**config.mk**
```make
export PLATFORM = sky130hd
export DESIGN_NAME = eepc_top
export DESIGN_NICKNAME = d
export VERILOG_FILES = /design/src/rtl/eepc_pkg.sv /design/src/rtl/eepc_qtick.sv /design/src/rtl/eepc_bitphy.sv /design/src/rtl/eepc_xfer.sv /design/src/rtl/eepc_top.sv
export SDC_FILE = /design/constraint.sdc
export NUM_CORES = 1
export LEC_CHECK = 0
export BUFFER_PORTS_ARGS = -buffer_cell sky130_fd_sc_hd__buf_2
export CORE_MARGIN = 4
export CORE_UTILIZATION = 60
export CTS_CLUSTER_DIAMETER = 30
export DETAILED_ROUTE_END_ITERATION = 16
export GPL_TIMING_DRIVEN = 0
export PLACE_DENSITY = 0.89
export SLEW_MARGIN = 40
export SYNTH_ARGS = -nofsm -noshare
export SYNTH_HDL_FRONTEND = slang
export SYNTH_SLANG_ARGS = --single-unit
```
**constraint.sdc**
```tcl
create_clock -name clk -period 2.4 [get_ports clk]
set_clock_uncertainty 0.15 [all_clocks]
set_input_delay 0.12 -clock clk [delete_from_list [all_inputs] [get_ports clk]]
set_output_delay 0.12 -clock clk [all_outputs]
set_load 0.1 [all_outputs]
```
**src/rtl/eepc_pkg.sv**
```systemverilog
package eepc_pkg;
  typedef enum logic [1:0] {
    BC_START = 2'd0,
    BC_STOP  = 2'd1,
    BC_BIT   = 2'd2
  } bitcmd_e;

  typedef enum logic [3:0] {
    SQ_IDLE   = 4'd0,
    SQ_START  = 4'd1,
    SQ_DEVW   = 4'd2,
    SQ_AHI    = 4'd3,
    SQ_ALO    = 4'd4,
    SQ_WDATA  = 4'd5,
    SQ_RSTART = 4'd6,
    SQ_DEVR   = 4'd7,
    SQ_RDATA  = 4'd8,
    SQ_STOP   = 4'd9,
    SQ_FINISH = 4'd10
  } seq_e;

  localparam logic [2:0] SEL_ALO  = 3'd0;
  localparam logic [2:0] SEL_AHI  = 3'd1;
  localparam logic [2:0] SEL_DATA = 3'd2;
  localparam logic [2:0] SEL_CTRL = 3'd3;
  localparam logic [2:0] SEL_STAT = 3'd4;

  localparam int CB_EN  = 7;
  localparam int CB_WR  = 6;
  localparam int CB_A16 = 5;
endpackage

```
**src/rtl/eepc_qtick.sv**
```systemverilog
module eepc_qtick #(
  parameter int QTR_DIV = 125
) (
  input  logic clk,
  input  logic rst_n,
  input  logic clr,
  input  logic run,
  output logic tick
);
  localparam int CW = (QTR_DIV > 1) ? $clog2(QTR_DIV) : 1;
  localparam logic [CW-1:0] LAST = CW'(QTR_DIV - 1);

  logic [CW-1:0] cnt_q, cnt_d;

  always_comb begin
    cnt_d = cnt_q;
    tick  = 1'b0;
    if (clr) begin
      cnt_d = '0;
    end else if (run) begin
      if (cnt_q == LAST) begin
        cnt_d = '0;
        tick  = 1'b1;
      end else begin
        cnt_d = cnt_q + 1'b1;
      end
    end
  end

  always_ff @(posedge clk or negedge rst_n) begin
    if (!rst_n) cnt_q <= '0;
    else        cnt_q <= cnt_d;
  end
endmodule

```
**src/rtl/eepc_bitphy.sv**
```systemverilog
module eepc_bitphy
  import eepc_pkg::*;
(
  input  logic    clk,
  input  logic    rst_n,
  input  logic    cmd_go,
  input  bitcmd_e cmd,
  input  logic    cmd_bit,
  input  logic    tick,
  input  logic    sda_i,
  output logic    active,
  output logic    done,
  output logic    rbit,
  output logic    scl_o,
  output logic    sda_oe
);
  logic    act_q, act_d;
  logic [1:0] qtr_q, qtr_d;
  bitcmd_e cmd_q, cmd_d;
  logic    bit_q, bit_d;
  logic    scl_q, scl_d;
  logic    oe_q, oe_d;
  logic    rbit_q, rbit_d;
  logic    done_q, done_d;
  logic [1:0] nqtr;

  assign nqtr = qtr_q + 2'd1;

  always_comb begin
    act_d  = act_q;
    qtr_d  = qtr_q;
    cmd_d  = cmd_q;
    bit_d  = bit_q;
    scl_d  = scl_q;
    oe_d   = oe_q;
    rbit_d = rbit_q;
    done_d = 1'b0;
    if (cmd_go && !act_q) begin
      act_d = 1'b1;
      qtr_d = 2'd0;
      cmd_d = cmd;
      bit_d = cmd_bit;
      scl_d = 1'b0;
    end else if (act_q && tick) begin
      if (qtr_q == 2'd3) begin
        act_d  = 1'b0;
        done_d = 1'b1;
        rbit_d = sda_i;
      end else begin
        qtr_d = nqtr;
        case (nqtr)
          2'd1: begin
            scl_d = 1'b0;
            case (cmd_q)
              BC_START: oe_d = 1'b0;
              BC_STOP:  oe_d = 1'b1;
              default:  oe_d = !bit_q;
            endcase
          end
          2'd2: scl_d = 1'b1;
          default: begin
            scl_d = 1'b1;
            if (cmd_q == BC_START) oe_d = 1'b1;
            if (cmd_q == BC_STOP)  oe_d = 1'b0;
          end
        endcase
      end
    end
  end

  always_ff @(posedge clk or negedge rst_n) begin
    if (!rst_n) begin
      act_q  <= 1'b0;
      qtr_q  <= 2'd0;
      cmd_q  <= BC_BIT;
      bit_q  <= 1'b1;
      scl_q  <= 1'b1;
      oe_q   <= 1'b0;
      rbit_q <= 1'b1;
      done_q <= 1'b0;
    end else begin
      act_q  <= act_d;
      qtr_q  <= qtr_d;
      cmd_q  <= cmd_d;
      bit_q  <= bit_d;
      scl_q  <= scl_d;
      oe_q   <= oe_d;
      rbit_q <= rbit_d;
      done_q <= done_d;
    end
  end

  assign active = act_q;
  assign done   = done_q;
  assign rbit   = rbit_q;
  assign scl_o  = scl_q;
  assign sda_oe = oe_q;
endmodule

```
**src/rtl/eepc_xfer.sv**
```systemverilog
module eepc_xfer
  import eepc_pkg::*;
#(
  parameter logic [6:0] DEV_ADDR = 7'h50
) (
  input  logic       clk,
  input  logic       rst_n,
  input  logic       launch,
  input  logic       is_write,
  input  logic       two_byte,
  input  logic [7:0] addr_hi,
  input  logic [7:0] addr_lo,
  input  logic [7:0] wdata,
  input  logic       phy_done,
  input  logic       phy_rbit,
  output logic       phy_go,
  output bitcmd_e    phy_cmd,
  output logic       phy_bit,
  output logic       busy,
  output logic       finish,
  output logic       ack_err,
  output logic       gen_err,
  output logic [7:0] rx_byte
);
  localparam logic [7:0] DEV_W = {DEV_ADDR, 1'b0};
  localparam logic [7:0] DEV_R = {DEV_ADDR, 1'b1};

  seq_e       st_q, st_d;
  logic       wait_q, wait_d;
  logic [3:0] bcnt_q, bcnt_d;
  logic [7:0] rx_q, rx_d;
  logic       aerr_q, aerr_d;
  logic       gerr_q, gerr_d;
  logic [7:0] tx;
  logic       acked;

  always_comb begin
    case (st_q)
      SQ_DEVW:  tx = DEV_W;
      SQ_AHI:   tx = addr_hi;
      SQ_ALO:   tx = addr_lo;
      SQ_WDATA: tx = wdata;
      SQ_DEVR:  tx = DEV_R;
      default:  tx = 8'hFF;
    endcase
  end

  assign phy_go  = (st_q != SQ_IDLE) && (st_q != SQ_FINISH) && !wait_q;
  assign phy_cmd = (st_q == SQ_START || st_q == SQ_RSTART) ? BC_START :
                   (st_q == SQ_STOP) ? BC_STOP : BC_BIT;
  assign phy_bit = bcnt_q[3] ? 1'b1 : tx[~bcnt_q[2:0]];
  assign acked   = !phy_rbit;

  always_comb begin
    st_d   = st_q;
    wait_d = wait_q;
    bcnt_d = bcnt_q;
    rx_d   = rx_q;
    aerr_d = aerr_q;
    gerr_d = gerr_q;
    if (st_q == SQ_IDLE) begin
      if (launch) begin
        st_d   = SQ_START;
        rx_d   = 8'hFF;
        aerr_d = 1'b0;
        gerr_d = 1'b0;
        bcnt_d = 4'd0;
      end
    end else if (st_q == SQ_FINISH) begin
      st_d = SQ_IDLE;
    end else if (phy_go) begin
      wait_d = 1'b1;
    end else if (phy_done) begin
      wait_d = 1'b0;
      case (st_q)
        SQ_START:  st_d = SQ_DEVW;
        SQ_RSTART: st_d = SQ_DEVR;
        SQ_STOP:   st_d = SQ_FINISH;
        default: begin
          if (!bcnt_q[3]) begin
            bcnt_d = bcnt_q + 4'd1;
            if (st_q == SQ_RDATA) rx_d = {rx_q[6:0], phy_rbit};
          end else begin
            bcnt_d = 4'd0;
            case (st_q)
              SQ_DEVW: begin
                if (acked) st_d = two_byte ? SQ_AHI : SQ_ALO;
                else begin aerr_d = 1'b1; st_d = SQ_STOP; end
              end
              SQ_AHI: begin
                if (acked) st_d = SQ_ALO;
                else begin aerr_d = 1'b1; st_d = SQ_STOP; end
              end
              SQ_ALO: begin
                if (acked) st_d = is_write ? SQ_WDATA : SQ_RSTART;
                else begin aerr_d = 1'b1; st_d = SQ_STOP; end
              end
              SQ_WDATA: begin
                if (!acked) gerr_d = 1'b1;
                st_d = SQ_STOP;
              end
              SQ_DEVR: begin
                if (acked) st_d = SQ_RDATA;
                else begin aerr_d = 1'b1; st_d = SQ_STOP; end
              end
              default: st_d = SQ_STOP;
            endcase
          end
        end
      endcase
    end
  end

  always_ff @(posedge clk or negedge rst_n) begin
    if (!rst_n) begin
      st_q   <= SQ_IDLE;
      wait_q <= 1'b0;
      bcnt_q <= 4'd0;
      rx_q   <= 8'hFF;
      aerr_q <= 1'b0;
      gerr_q <= 1'b0;
    end else begin
      st_q   <= st_d;
      wait_q <= wait_d;
      bcnt_q <= bcnt_d;
      rx_q   <= rx_d;
      aerr_q <= aerr_d;
      gerr_q <= gerr_d;
    end
  end

  assign busy    = (st_q != SQ_IDLE);
  assign finish  = (st_q == SQ_FINISH);
  assign ack_err = aerr_q;
  assign gen_err = gerr_q;
  assign rx_byte = rx_q;
endmodule

```
**src/rtl/eepc_top.sv**
```systemverilog
module eepc_top
  import eepc_pkg::*;
#(
  parameter int         QTR_DIV  = 125,
  parameter logic [6:0] DEV_ADDR = 7'h50
) (
  input  logic       clk,
  input  logic       rst_n,
  input  logic       host_wr,
  input  logic [2:0] host_sel,
  input  logic [7:0] host_wdata,
  output logic [7:0] host_rdata,
  output logic       scl_o,
  output logic       sda_oe,
  input  logic       sda_i
);
  logic [1:0] rsync_q;
  logic       rst_sn;

  always_ff @(posedge clk or negedge rst_n) begin
    if (!rst_n) rsync_q <= 2'b00;
    else        rsync_q <= {rsync_q[0], 1'b1};
  end
  assign rst_sn = rsync_q[1];

  logic [7:0] alo_q, alo_d, ahi_q, ahi_d, dat_q, dat_d;
  logic       cen_q, cen_d, cwr_q, cwr_d, ca16_q, ca16_d;
  logic       sdone_q, sdone_d, sidle_q, sidle_d;
  logic       aerr_q, aerr_d, gerr_q, gerr_d;
  logic       launch_q, launch_d;
  logic       ready, wr_ok;

  logic       xfer_busy, xfer_fin, xfer_aerr, xfer_gerr;
  logic [7:0] xfer_rx;
  logic       phy_go, phy_bit, phy_done, phy_rbit, phy_act, qtick;
  bitcmd_e    phy_cmd;

  assign ready = sdone_q & sidle_q;
  assign wr_ok = host_wr & ready;

  always_comb begin
    launch_d = 1'b0;
    if (wr_ok && cen_q) begin
      if (host_sel == SEL_DATA && cwr_q)  launch_d = 1'b1;
      if (host_sel == SEL_ALO  && !cwr_q) launch_d = 1'b1;
    end
  end

  always_comb begin
    alo_d   = alo_q;
    ahi_d   = ahi_q;
    dat_d   = dat_q;
    cen_d   = cen_q;
    cwr_d   = cwr_q;
    ca16_d  = ca16_q;
    sdone_d = sdone_q;
    sidle_d = sidle_q;
    aerr_d  = aerr_q;
    gerr_d  = gerr_q;
    if (wr_ok) begin
      case (host_sel)
        SEL_ALO:  alo_d = host_wdata;
        SEL_AHI:  ahi_d = host_wdata;
        SEL_DATA: dat_d = host_wdata;
        SEL_CTRL: begin
          cen_d  = host_wdata[CB_EN];
          cwr_d  = host_wdata[CB_WR];
          ca16_d = host_wdata[CB_A16];
        end
        default: ;
      endcase
    end
    if (launch_d) begin
      sdone_d = 1'b0;
      sidle_d = 1'b0;
      aerr_d  = 1'b0;
      gerr_d  = 1'b0;
    end
    if (xfer_fin) begin
      sdone_d = 1'b1;
      sidle_d = 1'b1;
      aerr_d  = xfer_aerr;
      gerr_d  = xfer_gerr;
      if (!cwr_q) dat_d = xfer_rx;
    end
  end

  always_ff @(posedge clk or negedge rst_sn) begin
    if (!rst_sn) begin
      alo_q    <= 8'h00;
      ahi_q    <= 8'h00;
      dat_q    <= 8'h00;
      cen_q    <= 1'b0;
      cwr_q    <= 1'b0;
      ca16_q   <= 1'b0;
      sdone_q  <= 1'b1;
      sidle_q  <= 1'b1;
      aerr_q   <= 1'b0;
      gerr_q   <= 1'b0;
      launch_q <= 1'b0;
    end else begin
      alo_q    <= alo_d;
      ahi_q    <= ahi_d;
      dat_q    <= dat_d;
      cen_q    <= cen_d;
      cwr_q    <= cwr_d;
      ca16_q   <= ca16_d;
      sdone_q  <= sdone_d;
      sidle_q  <= sidle_d;
      aerr_q   <= aerr_d;
      gerr_q   <= gerr_d;
      launch_q <= launch_d;
    end
  end

  always_comb begin
    case (host_sel)
      SEL_ALO:  host_rdata = alo_q;
      SEL_AHI:  host_rdata = ahi_q;
      SEL_DATA: host_rdata = dat_q;
      SEL_CTRL: host_rdata = {cen_q, cwr_q, ca16_q, 5'b0};
      SEL_STAT: host_rdata = {4'b0, gerr_q, aerr_q, sidle_q, sdone_q};
      default:  host_rdata = 8'h00;
    endcase
  end

  eepc_xfer #(.DEV_ADDR(DEV_ADDR)) u_xfer (
    .clk      (clk),
    .rst_n    (rst_sn),
    .launch   (launch_q),
    .is_write (cwr_q),
    .two_byte (ca16_q),
    .addr_hi  (ahi_q),
    .addr_lo  (alo_q),
    .wdata    (dat_q),
    .phy_done (phy_done),
    .phy_rbit (phy_rbit),
    .phy_go   (phy_go),
    .phy_cmd  (phy_cmd),
    .phy_bit  (phy_bit),
    .busy     (xfer_busy),
    .finish   (xfer_fin),
    .ack_err  (xfer_aerr),
    .gen_err  (xfer_gerr),
    .rx_byte  (xfer_rx)
  );

  eepc_qtick #(.QTR_DIV(QTR_DIV)) u_qtick (
    .clk   (clk),
    .rst_n (rst_sn),
    .clr   (phy_go),
    .run   (phy_act),
    .tick  (qtick)
  );

  eepc_bitphy u_phy (
    .clk     (clk),
    .rst_n   (rst_sn),
    .cmd_go  (phy_go),
    .cmd     (phy_cmd),
    .cmd_bit (phy_bit),
    .tick    (qtick),
    .sda_i   (sda_i),
    .active  (phy_act),
    .done    (phy_done),
    .rbit    (phy_rbit),
    .scl_o   (scl_o),
    .sda_oe  (sda_oe)
  );
endmodule

```
* Word level (Yosys, flattened, before mapping) *
Index checks and enable logic that the tools add are counted.

word-level totals
  register bits = 69
  input port bits = 15
  output and inout port bits = 10
  word-level logic and storage cells = 197

cells by class
  add/sub/neg operators = 3
  order comparisons = 1
  equal/unequal tests = 27
  multiplexer cells = 88
  bitwise logic cells = 7
  reductions and logical operators = 45

operators with widths
  operator                                             count
  two-way mux 8 bit                                    12
  one-hot mux 8 bit (5 select lines)                   2
  two-way mux 4 bit                                    16
  two-way mux 1 bit                                    43
  nonzero test 2 bit                                   11
  two-way mux 7 bit                                    3
  equality test 4 x 3 -> 1 bit, second input constant  4
  one-hot mux 4 bit (4 select lines)                   1
  AND reduction 8 bit                                  2
  equality test 4 bit, second input constant           3
  two-way mux 2 bit                                    6
  one-hot mux 4 bit (3 select lines)                   1
  AND reduction 2 bit                                  5
  AND reduction 5 bit                                  2
  equality test 4 x 2 -> 1 bit, second input constant  2
  inequality test 2 bit, second input constant         4
  adder 7 x 1 -> 7 bit, second input constant          1
  equality test 7 bit, second input constant           1
  logical AND 1 bit                                    7
  AND reduction 7 bit                                  1
  equality test 3 x 2 -> 1 bit, second input constant  2
  AND reduction 3 bit                                  2
  nonzero test 3 bit                                   2
  nonzero test 6 bit                                   1
  26 further kinds                                     37

* Longest topological paths before layout *
Gate-level depths: netlist of the first run.

  depth after elaboration = 9
  gate-level depth with buffers = 8
  depth with buffers taken out = 6

* Modules after synthesis *
A second synthesis of the first run with hierarchy kept.

unflattened totals
  cells, all modules = 404
  area, all modules = 4091.4 µm²

by module, submodules not included
  module       times used  cells an instance  area an instance (µm²)  sequential area each (µm²)
  eepc_top     1           141                1685.4                  827.0
  eepc_xfer    1           178                1481.4                  485.5
  eepc_bitphy  1           37                 481.7                   255.2
  eepc_qtick   1           48                 442.9                   175.2

* Least setup slack after synthesis of the first run *
Ideal clock, no wire load.

  path type = input -> output
  from = input port host_sel[1]
  to = output port host_rdata[0]
  arrival time = 2.827 ns
  data required time = 2.130 ns
  path slack = -0.697 ns
  cell stages on the path = 4
  buffers on the path = 1
  path through = clkbuf_1 -> nor2b_1 -> a21oi_1 -> o21ai_0

between the ends
  word-level cells in the longest chain between the ends = 2
  elaborated cells between the ends (all ways) = 6
  classes of those cells = 4 x eq/ne; 1 x mux; 1 x reduce/logical

ends and longest elaborated chain
  element                                      line             source
  from (decl)                                  eepc_top.sv:10   input logic [2:0] host_sel,
  equality test 3 bit (tied with other cells)  eepc_top.sv:117  case (host_sel)
  one-hot mux 8 bit (5 select lines) (*)       eepc_top.sv:117
  to (decl)                                    eepc_top.sv:12   output logic [7:0] host_rdata,

Every way passes the cells marked *; elsewhere a longest branch is shown, timed or not.

* Final worst setup path of the first run *
  from = register u_xfer.st_q[2]
  to = register u_xfer.st_q[1]

between the ends
  word-level cells in the longest chain between the ends = 8
  elaborated cells between the ends (all ways) = 25
  classes of those cells = 11 x eq/ne; 7 x mux; 7 x reduce/logical

ends and longest elaborated chain
  element                                                                              line              source
  from (decl)                                                                          eepc_xfer.sv:28   seq_e st_q, st_d;
  from (signal assigned)                                                               eepc_xfer.sv:123  st_q <= st_d;
  equality test 4 x 3 -> 1 bit / equality test 4 x 2 -> 1 bit (equally long branches)  eepc_xfer.sv:85   case (st_q)
  one-hot mux 4 bit (4 select lines)                                                   eepc_xfer.sv:85
  two-way mux 4 bit                                                                    eepc_xfer.sv:80   if (!bcnt_q[3]) begin
  one-hot mux 4 bit (3 select lines)                                                   eepc_xfer.sv:75   case (st_q)
  two-way mux 4 bit                                                                    eepc_xfer.sv:73   end else if (phy_done) begin
  two-way mux 4 bit                                                                    eepc_xfer.sv:71   end else if (phy_go) begin
  two-way mux 4 bit                                                                    eepc_xfer.sv:69   end else if (st_q == SQ_FINISH) begin
  two-way mux 4 bit                                                                    eepc_xfer.sv:61   if (st_q == SQ_IDLE) begin

Several ways; a longest one is shown, not always the timed one. The select of a mux whose other input is x is not followed.
A chain may end at the register's enable or synchronous reset.

==> impl_metrics.toml, run 1 <==
[grt]
antenna_found_initial = 0
grt_pass1_wl_um = 16100
grt_max_degree = 39
track_usage_pct = 26.6
grt_pass1_vias = 3302
grt-ovfl-total = 0

[power_and_ir_drop]
switching_share_pct = 35.1
p_leak_uw = 0.00196
p_clk_share_pct = 26.6
p_switching_uw = 1220
p_int_uw = 2260
power_density_nw_per_um2 = 768
ir_drop_v = 0.000674
comb_power_share_pct = 24.9
p_seq_share_pct = 48.5

[drt]
via_count = 3427
wl_per_cell_um = 18.2
drc = 0
dr.pass1.iters = 5
routed_wl_um = 9730
first_iter_violations = 432
viasPerCell = 6.39
ant_nets = 0

[setup_path]
critPathKind = "reg -> reg"
cp.required_ns = 2.47
startpoint_type = "flop"
end_kind = "flop"
crit_fanout = 10
reg2reg_depth = 8
worstPathArrival_ns = 2.42

[cts]
clkTransAtPathRegs_ns = 0.08
cts_tree = "built"
numClockSinks = 69
cts_max_path_buffers = 2
insertion_delay_ns = 0.35
htree_levels = 3
cts_buffers = 9
cts_root_buf = "clkbuf_8"

[synthesis]
netlist.area_leader.share_pct = 35.6
synth.most_common_cell = "dfrtp_1"
synth_area_leaders = "dfrtp_1, dfstp_2, mux2_2"
yosysSeqAreaShare_pct = 44.3
postSynthAreaPerCell_um2 = 9.69
ys_types = 65
syn_nets = 427
ys_ff_latch = 69
async_flop_share_pct = 100
synth-edff-count = 0
ys_top_cells_by_count = "dfrtp_1, nor2_1, nand2_1"
yosysTopAreaCell = "dfrtp_1"
syn_area_um2 = 3930
ys.warnings.count = 0
synth_top_flop_cell = "dfrtp_1"
syn_inst = 406

[worst_hold_path]
hp-class = "reg -> async"

[cells_and_area]
seqCellArea_um2 = 1750
antenna_cells = 0
nets = 475
stdcell_count = 536
area_growth_pct = 15.2
multi_input_area_um2 = 2060
utilization_pct = 71.3
fillCellCount = 463
final_layout_size_suffix_gt1_share_pct = 25.5

[job]
drv_cap = 0

[placement]
dp_slack_ns = 0.0457
portBuffers = 23
placed_cells = 507
gp_congestion = 0.936
hpwl_um = 6810

[timing]
slew_headroom_pct = 46.5
hold_viol = 0
fin_ws_ns = 0.0533
rsz0062_at_grt = "yes"
period_needed_ns = 2.35
setup-violations-final = 0
slew_viol_final = 0
max_freq_mhz = 426
worstMarginPinSlew_ns = 0.798
period_share_pct = 97.8

[die]
dieArea_um2 = 7910
start_util_pct = 61.9
ioPinCount = 25
die_y_um = 89.0
fp.dieW_um = 89.0
rows = 29
coreArea_um2 = 6350

[run_status]
status = "complete, no violations"
==> placed cells by master (no fill, tap or decap), types with 8 or more instances in the layout <==
cell type / Yosys / routed
nand2_1: 38 / 38
dfstp_2: 13 / 13
a21oi_1: 26 / 26
clkbuf_8: 0 / 9
o21ai_0: 32 / 28
inv_1: 13 / 13
dfrtp_1: 56 / 54
buf_2: 8 / 31
mux2i_1: 16 / 16
nand3_1: 11 / 11
dlygate4sd3_1: 0 / 11
clkbuf_1: 11 / 11
o21ai_1: 4 / 8
nor2_1: 39 / 39
mux2_2: 23 / 23
==> final cells by class <==
| type | instances | area share, % |
|---|---|---|
| Tap cell | 77 | 2.13 |
| Buffer | 24 | 2.71 |
| Clock inverter | 7 | 1.46 |
| Sequential cell | 69 | 38.6 |
| Inverter | 13 | 1.08 |
| Timing Repair Buffer | 37 | 5.75 |
| Clock buffer | 9 | 2.73 |
| Multi-Input combinational cell | 300 | 45.6 |
==> stage by stage <==
step | area [um2] | total power (uW) | hold WS, ns | setup TNS, ns
2_1_floorplan | 3940 | 2310 | -0.326 | 0
3_3_place_gp | 4150 | 2480 | -0.244 | -22.73
3_5_place_dp | 4180 | 2530 | -0.242 | 0
4_1_cts | 4480 | 3460 | 0.105 | 0
5_1_grt | 4530 | 3620 | 0.108 | -0.0564
6_report | 4530 | 3480 | 0.102 | 0
==> registers in the layout (all words and copies together) (netlist names), 2 cells and up <==
signal	flops
u_phy.cmd_q	2
rsync_q	2
u_xfer.rx_byte	8
u_xfer.st_q	4
u_xfer.bcnt_q	4
dat_q	8
alo_q	8
u_phy.qtr_q	2
u_qtick.cnt_q	7
ahi_q	8
==> cell families (layout without fill, tap and decap cells) <==
family / count (synthesis) / count (layout) / share of synthesized area [%]
AO/OA/AOI/OAI: 108 / 108 / 17.6
XOR/XNOR: 4 / 4 / 1.08
adder cells (fa/ha/maj): 6 / 6 / 1.91
buffers and inverters: 37 / 90 / 4.36
flip-flops: 69 / 69 / 44.3
multiplexers: 43 / 43 / 12.7
other: 1 / 1 / 0.0954
AND/OR/NAND/NOR: 138 / 138 / 18.0
==> layer usage <==
| metal | part of all wire [%] | track usage, % | wire length, um |
|---|---|---|---|
| met4 | 2.9 | 11.0 | 287 |
| met5 | 0 | 0 | 0 |
| met1 | 42 | 36.3 | 4090 |
| met3 | 7.7 | 4.88 | 746 |
| met2 | 47 | 42.2 | 4610 |
==> worst paths after layout <==
| check | from | endpoint | slack (ns) |
|---|---|---|---|
| max in group asynchronous | rsync_q[1]$_DFF_PN0_ | sidle_q$_DFFE_PN1P_ | 1.40 |
| setup / recovery | u_xfer.st_q[2]$_DFFE_PN0P_ | u_xfer.st_q[1]$_DFFE_PN0P_ | 0.05 |
| setup reg to reg | u_xfer.st_q[2]$_DFFE_PN0P_ | u_xfer.st_q[1]$_DFFE_PN0P_ | 0.05 |
| hold reg to reg | rsync_q[1]$_DFF_PN0_ | u_qtick.cnt_q[6]$_DFFE_PN0P_ | 0.10 |
| hold / removal | rsync_q[1]$_DFF_PN0_ | u_qtick.cnt_q[6]$_DFFE_PN0P_ | 0.10 |
| min in group clk | host_sel[2] | launch_q$_DFF_PN0_ | 0.12 |
==> power groups by stage <==
stage	Sequential (uW)	Clock (uW)	Combinational, uW
2_1_floorplan	1600	0	713
3_3_place_gp	1690	0	792
3_5_place_dp	1690	0	844
4_1_cts	1670	936	862
5_1_grt	1700	995	921
6_report	1690	927	866
==> critical path, stage by stage, from the launching register on <==
cell and delay, ns:
dfrtp_1 0.47, buf_4 0.22, buf_4 0.18, nor3b_1 0.37
o21bai_1 0.19, o31ai_2 0.12, o21ai_1 0.22, o21ai_0 0.20
o21ai_1 0.09
==> timing repair <==
item | in CTS | in global routing
gates resized for setup | 0 | 5
hold buffers | 11 | 0
buffers inserted | 0 | 2
setup endpoints to repair | 0 | 10
endpoints found under the hold margin | 29 | 0
Note: power is estimated with default switching activity, not from simulation.
==> run 2, diff against run 1 <==
--- a/config.mk
+++ b/config.mk
@@ -7,11 +7,11 @@
 export LEC_CHECK = 0
 export BUFFER_PORTS_ARGS = -buffer_cell sky130_fd_sc_hd__buf_2
 export CORE_MARGIN = 4
-export CORE_UTILIZATION = 60
+export CORE_UTILIZATION = 55
 export CTS_CLUSTER_DIAMETER = 30
 export DETAILED_ROUTE_END_ITERATION = 16
 export GPL_TIMING_DRIVEN = 0
-export PLACE_DENSITY = 0.89
+export PLACE_DENSITY = 0.86
 export SLEW_MARGIN = 40
 export SYNTH_ARGS = -nofsm -noshare
 export SYNTH_HDL_FRONTEND = slang
==> constraint.sdc (replaced) <==
create_clock -name clk -period 1.9 [get_ports clk]
set_clock_uncertainty 0.15 [all_clocks]
set_input_delay 0.095 -clock clk [delete_from_list [all_inputs] [get_ports clk]]
set_output_delay 0.095 -clock clk [all_outputs]
set_load 0.1 [all_outputs]
==> impl_metrics.toml, run 2 (synthesis results as in run 1) <==
[cells_and_area]
antenna_cells = 0
nets = 499
seqCellArea_um2 = 1750
final_layout_size_suffix_gt1_share_pct = 38.5
area_growth_pct = 30.7
layout_commonest_cell = "dfrtp_1"
final_area_um2 = 5140
multi_input_area_um2 = 2330
fillCellCount = 399
layout_common_cells = "dfrtp_1, nand2_1, nor2_1"

[timing]
hold_viol = 0
worstMarginPinSlew_ns = 0.523
max_freq_mhz = 456
fin_ws_ns = -0.292
rsz0062_at_grt = "yes"
slew_headroom_pct = 65.0
period_needed_ns = 2.19
slew_viol_final = 0
period_share_pct = 115
setup-violations-final = 21

[power_and_ir_drop]
p_seq_share_pct = 46.9
finalPower_uw = 4590
p_switching_uw = 1580
comb_power_share_pct = 26.3
p_leak_uw = 0.00219
switching_share_pct = 34.5
power_density_nw_per_um2 = 892
ir_drop_v = 0.000450
p_clk_share_pct = 26.8
p_int_uw = 3000

[setup_path]
cp.required_ns = 2.03
crit_fanout = 10
cp_top_family = "compound AO/OA/AOI/OAI gates"
reg2reg_depth = 8
startpoint_type = "flop"
end_kind = "flop"
path_cells = "buf_8, buf_12, o22ai_1, a221oi_4, a221oi_2, a31oi_2, nor3b_2, a211oi_2"
worstPathArrival_ns = 2.32
critPathKind = "reg -> reg"
max_stage_delay_ns = 0.47
cp_slowest_cell = "dfrtp_2"
worst-r2r-setup-slack_ns = -0.29
critPathLaunch = "u_xfer.st_q[2]$_DFFE_PN0P_"
critPathBufInv = 2
reg2reg_from = "u_xfer.st_q[2]$_DFFE_PN0P_"
rr_endpoint = "u_phy.bit_q$_DFFE_PN1P_"

[drt]
ant_nets = 0
dr.pass1.iters = 7
viasPerCell = 6.47
drc = 0
routed_wl_um = 12000
first_iter_violations = 625
via_count = 3746
wl_per_cell_um = 20.7

[placement]
gp_congestion = 0.939
placed_area_um2 = 4280
portBuffers = 23
hpwl_um = 6850
dp_slack_ns = -0.365

[grt]
grt_pass1_vias = 3493
grt_max_degree = 68
antenna_found_initial = 0
track_usage_pct = 25.4
grt_pass1_wl_um = 17100
grt-ovfl-total = 0

[job]
drv_cap = 0

[cts]
cts_max_path_buffers = 2
cts_root_buf = "clkbuf_8"
insertion_delay_ns = 0.36
htree_levels = 3
cts_tree = "built"
cts_buffers = 9
numClockSinks = 69
clkTransAtPathRegs_ns = 0.07

[worst_hold_path]
whs_path_depth = 3
min_to = "launch_q$_DFF_PN0_"
hp-class = "in -> reg"
hold_path_startpoint = "host_sel[2]"

[run_status]
violations = "negative setup slack"
status = "complete, but fails checks"

[die]
rows = 30
ioPinCount = 25
die_y_um = 92.6
start_util_pct = 57.2
coreArea_um2 = 6870
fp.dieW_um = 92.6
dieArea_um2 = 8570
[run 2: cell count changes in the layout (fill, tap and decap cells not counted), sizes merged]
| cell | delta |
|---|---|
| buf | +27 |
| clkbuf | +3 |
| clkinv | -5 |
| inv | -1 |
[run 2: per-stage QoR]
stage	cells	TNS (ns)	util (%)	hold WS (ns)
3_3_place_gp	525	-7.22	62.1	-0.269
3_5_place_dp	525	-7.53	62.3	-0.269
6_report	579	-1.86	74.8	0.101
2_1_floorplan	406	-0.173	-	-0.351
4_1_cts	561	-1.58	69.5	0.0814
5_1_grt	579	-3.57	74.8	0.118
[run 2: worst max path at each step]
| stage | depth (start not counted) | end |
|---|---|---|
| CTS | 7 | u_phy.sda_oe$_DFFE_PN0P_ |
| global route | 8 | u_phy.bit_q$_DFFE_PN1P_ |
| finish | 8 | u_phy.bit_q$_DFFE_PN1P_ |
| global placement | 7 | u_phy.sda_oe$_DFFE_PN0P_ |
| floorplan | 8 | u_phy.sda_oe$_DFFE_PN0P_ |
| detailed placement | 7 | u_phy.sda_oe$_DFFE_PN0P_ |
[run 2: power by group through the flow]
stage | clock, uW | combinational, uW | sequential (uW)
2_1_floorplan | 0 | 940 | 2020
3_3_place_gp | 0 | 1040 | 2130
3_5_place_dp | 0 | 1080 | 2150
4_1_cts | 1210 | 1130 | 2130
5_1_grt | 1300 | 1280 | 2170
6_report | 1230 | 1210 | 2150
[run 2: routing by layer]
layer  GRT usage (%)  vias up  routed length [um]
li1                -     1616                   -
met5               0        -                   0
met4            9.28        0                 700
met1            33.6     1774                4400
met3            5.44       86                1180
met2            41.3      270                5710
[run 2: worst register-to-register path, cell delays in order (launching register included)]
cell	delay, ns
dfrtp_2	0.47
buf_8	0.16
buf_12	0.15
o22ai_1	0.30
a221oi_4	0.13
a221oi_2	0.35
a31oi_2	0.09
nor3b_2	0.25
a211oi_2	0.07
[run 2: layout make-up]
type                       instances  area share (%)
timing repair buffer              65            10.1
buffer                            20            3.36
tap                               96            2.34
sequential                        69            34.1
clock buffer                      15            3.24
clock inverter                     1           0.584
multi-input combinational        300            45.3
inverter                          13            1.02
[run 2: repair_timing]
item                                   4_1_cts  5_1_grt
setup buffers                               11       18
gates resized for setup                     36       56
endpoints found under the hold margin       30        0
hold buffers                                11        0
pin swaps                                    9       15
setup endpoints to repair                   41       41
gates cloned                                 1        0
==> run 3, diff against run 2 <==
--- a/config.mk
+++ b/config.mk
@@ -7,11 +7,11 @@
 export LEC_CHECK = 0
 export BUFFER_PORTS_ARGS = -buffer_cell sky130_fd_sc_hd__buf_2
 export CORE_MARGIN = 4
-export CORE_UTILIZATION = 55
+export CORE_UTILIZATION = 60
 export CTS_CLUSTER_DIAMETER = 30
 export DETAILED_ROUTE_END_ITERATION = 16
 export GPL_TIMING_DRIVEN = 0
-export PLACE_DENSITY = 0.86
+export PLACE_DENSITY = 0.89
 export SLEW_MARGIN = 40
 export SYNTH_ARGS = -nofsm -noshare
 export SYNTH_HDL_FRONTEND = slang
==> constraint.sdc (replaced) <==
create_clock -name clk -period 2.6 [get_ports clk]
set_clock_uncertainty 0.15 [all_clocks]
set_input_delay 0.13 -clock clk [delete_from_list [all_inputs] [get_ports clk]]
set_output_delay 0.13 -clock clk [all_outputs]
set_load 0.1 [all_outputs]
==> impl_metrics.toml, run 3 (synthesis results as in run 1) <==
[die]
die_y_um = 89.0
dieArea_um2 = 7910
start_util_pct = 61.9
fp.dieW_um = 89.0
rows = 29
ioPinCount = 25
coreArea_um2 = 6350

[cells_and_area]
fillCellCount = 457
layout_commonest_cell = "dfrtp_1"
antenna_cells = 0
final_layout_size_suffix_gt1_share_pct = 24.1
multi_input_area_um2 = 2030
utilization_pct = 70.1
layout_common_cells = "dfrtp_1, nor2_1, nand2_1"
seqCellArea_um2 = 1750
stdcell_count = 534
area_growth_pct = 13.2
nets = 473

[power_and_ir_drop]
finalPower_uw = 3120
ir_drop_v = 0.000564
p_leak_uw = 0.00192
power_density_nw_per_um2 = 701

[placement]
portBuffers = 23
hpwl_um = 7050
dp_slack_ns = 0.258
placed_cells = 507
gp_congestion = 0.940

[timing]
hold_viol = 0
period_needed_ns = 2.35
slew_viol_final = 0
max_freq_mhz = 425
fin_ws_ns = 0.245
worstMarginPinSlew_ns = 0.804
rsz0062_at_grt = "no"
whs_ns = 0.110
period_share_pct = 90.6
slew_headroom_pct = 46.1
setup-violations-final = 0

[drt]
wl_per_cell_um = 18.7
first_iter_violations = 614
viasPerCell = 6.54
via_count = 3490
routed_wl_um = 9970
dr.pass1.iters = 7
drc = 0
ant_nets = 0

[setup_path]
cp_top_family = "compound AO/OA/AOI/OAI gates"
path_cells = "buf_4, buf_2, o22ai_1, a22oi_1, or3b_1, a31oi_1, nor3b_1, a211oi_1"
max_stage_delay_ns = 0.41
startpoint_type = "flop"
worstPathArrival_ns = 2.44
critPathBufInv = 2
critPathKind = "reg -> reg"
cp.required_ns = 2.68
cp_slowest_cell = "or3b_1"
end_kind = "flop"
crit_fanout = 10

[grt]
met1_usage_pct = 36.2
grt-ovfl-total = 0
track_usage_pct = 27.4
grt_pass1_vias = 3302
grt_max_degree = 35
grt_busiest_layer = "met2"
gr-usage-met3_pct = 6.82
antenna_found_initial = 0
grt_pass1_wl_um = 16400
grtUsageMet2_pct = 43.5

[job]
drv_cap = 0

[cts]
cts_max_path_buffers = 2
cts_tree = "built"
insertion_delay_ns = 0.36
cts_buffers = 9
numClockSinks = 69
cts_root_buf = "clkbuf_8"
htree_levels = 3
clkTransAtPathRegs_ns = 0.07
cts_setup_buffers = 0

[worst_hold_path]
hp-class = "in -> reg"

[run_status]
status = "complete, no violations"
-- run 3: timing repair --
action                                  in CTS  in global routing
endpoints found under the setup margin       0                  0
hold endpoints to repair                    29                  0
gates resized for setup                      0                  0
hold buffers                                11                  0
-- run 3: where the power goes --
group | switching [uW] | internal [uW]
combinational | 479 | 327
sequential | 240 | 1320
clock | 418 | 338
total | 1140 | 1980
-- run 3: area by class of cell --
cell class / count / area share (%)
Buffer: 24 / 2.75
Clock buffer: 9 / 2.78
Clock inverter: 7 / 0.955
Inverter: 13 / 1.10
Multi-Input combinational cell: 300 / 45.5
Sequential cell: 69 / 39.2
Tap cell: 77 / 2.16
Timing Repair Buffer: 35 / 5.51
-- run 3: worst min-delay path, cell delays in order --
cell and delay [ns]:
buf_2 0.14, nor3_1 0.08, and3_1 0.21
-- run 3: path summary, 6_finish.rpt --
path                                             from                       to  slack, ns  cells after the start
setup / recovery           u_xfer.st_q[1]$_DFFE_PN0P_  u_phy.bit_q$_DFFE_PN1P_       0.25                      8
hold / removal                            host_sel[2]       launch_q$_DFF_PN0_       0.11                      3
setup reg to reg           u_xfer.st_q[1]$_DFFE_PN0P_  u_phy.bit_q$_DFFE_PN1P_       0.25                      8
hold reg to reg                  rsync_q[1]$_DFF_PN0_       ca16_q$_DFFE_PN0P_       0.12                      0
max in group asynchronous        rsync_q[1]$_DFF_PN0_  u_phy.scl_o$_DFFE_PN1P_       1.59                      1
min in group asynchronous        rsync_q[1]$_DFF_PN0_       ca16_q$_DFFE_PN0P_       0.12                      0
-- run 3: metrics by stage --
step	area, um2	TNS (ns)
final	4450	0
after global routing	4450	0
after CTS	4450	0
after detailed placement	4180	0
after global placement	4140	-10.87
after floorplan	3930	0
-- run 3: layer usage --
layer  part of all wire [%]  vias to the layer above
met2                     48                      230
li1                       -                     1556
met3                    8.6                       56
met5                      0                        -
met1                     40                     1648
met4                    3.7                        0
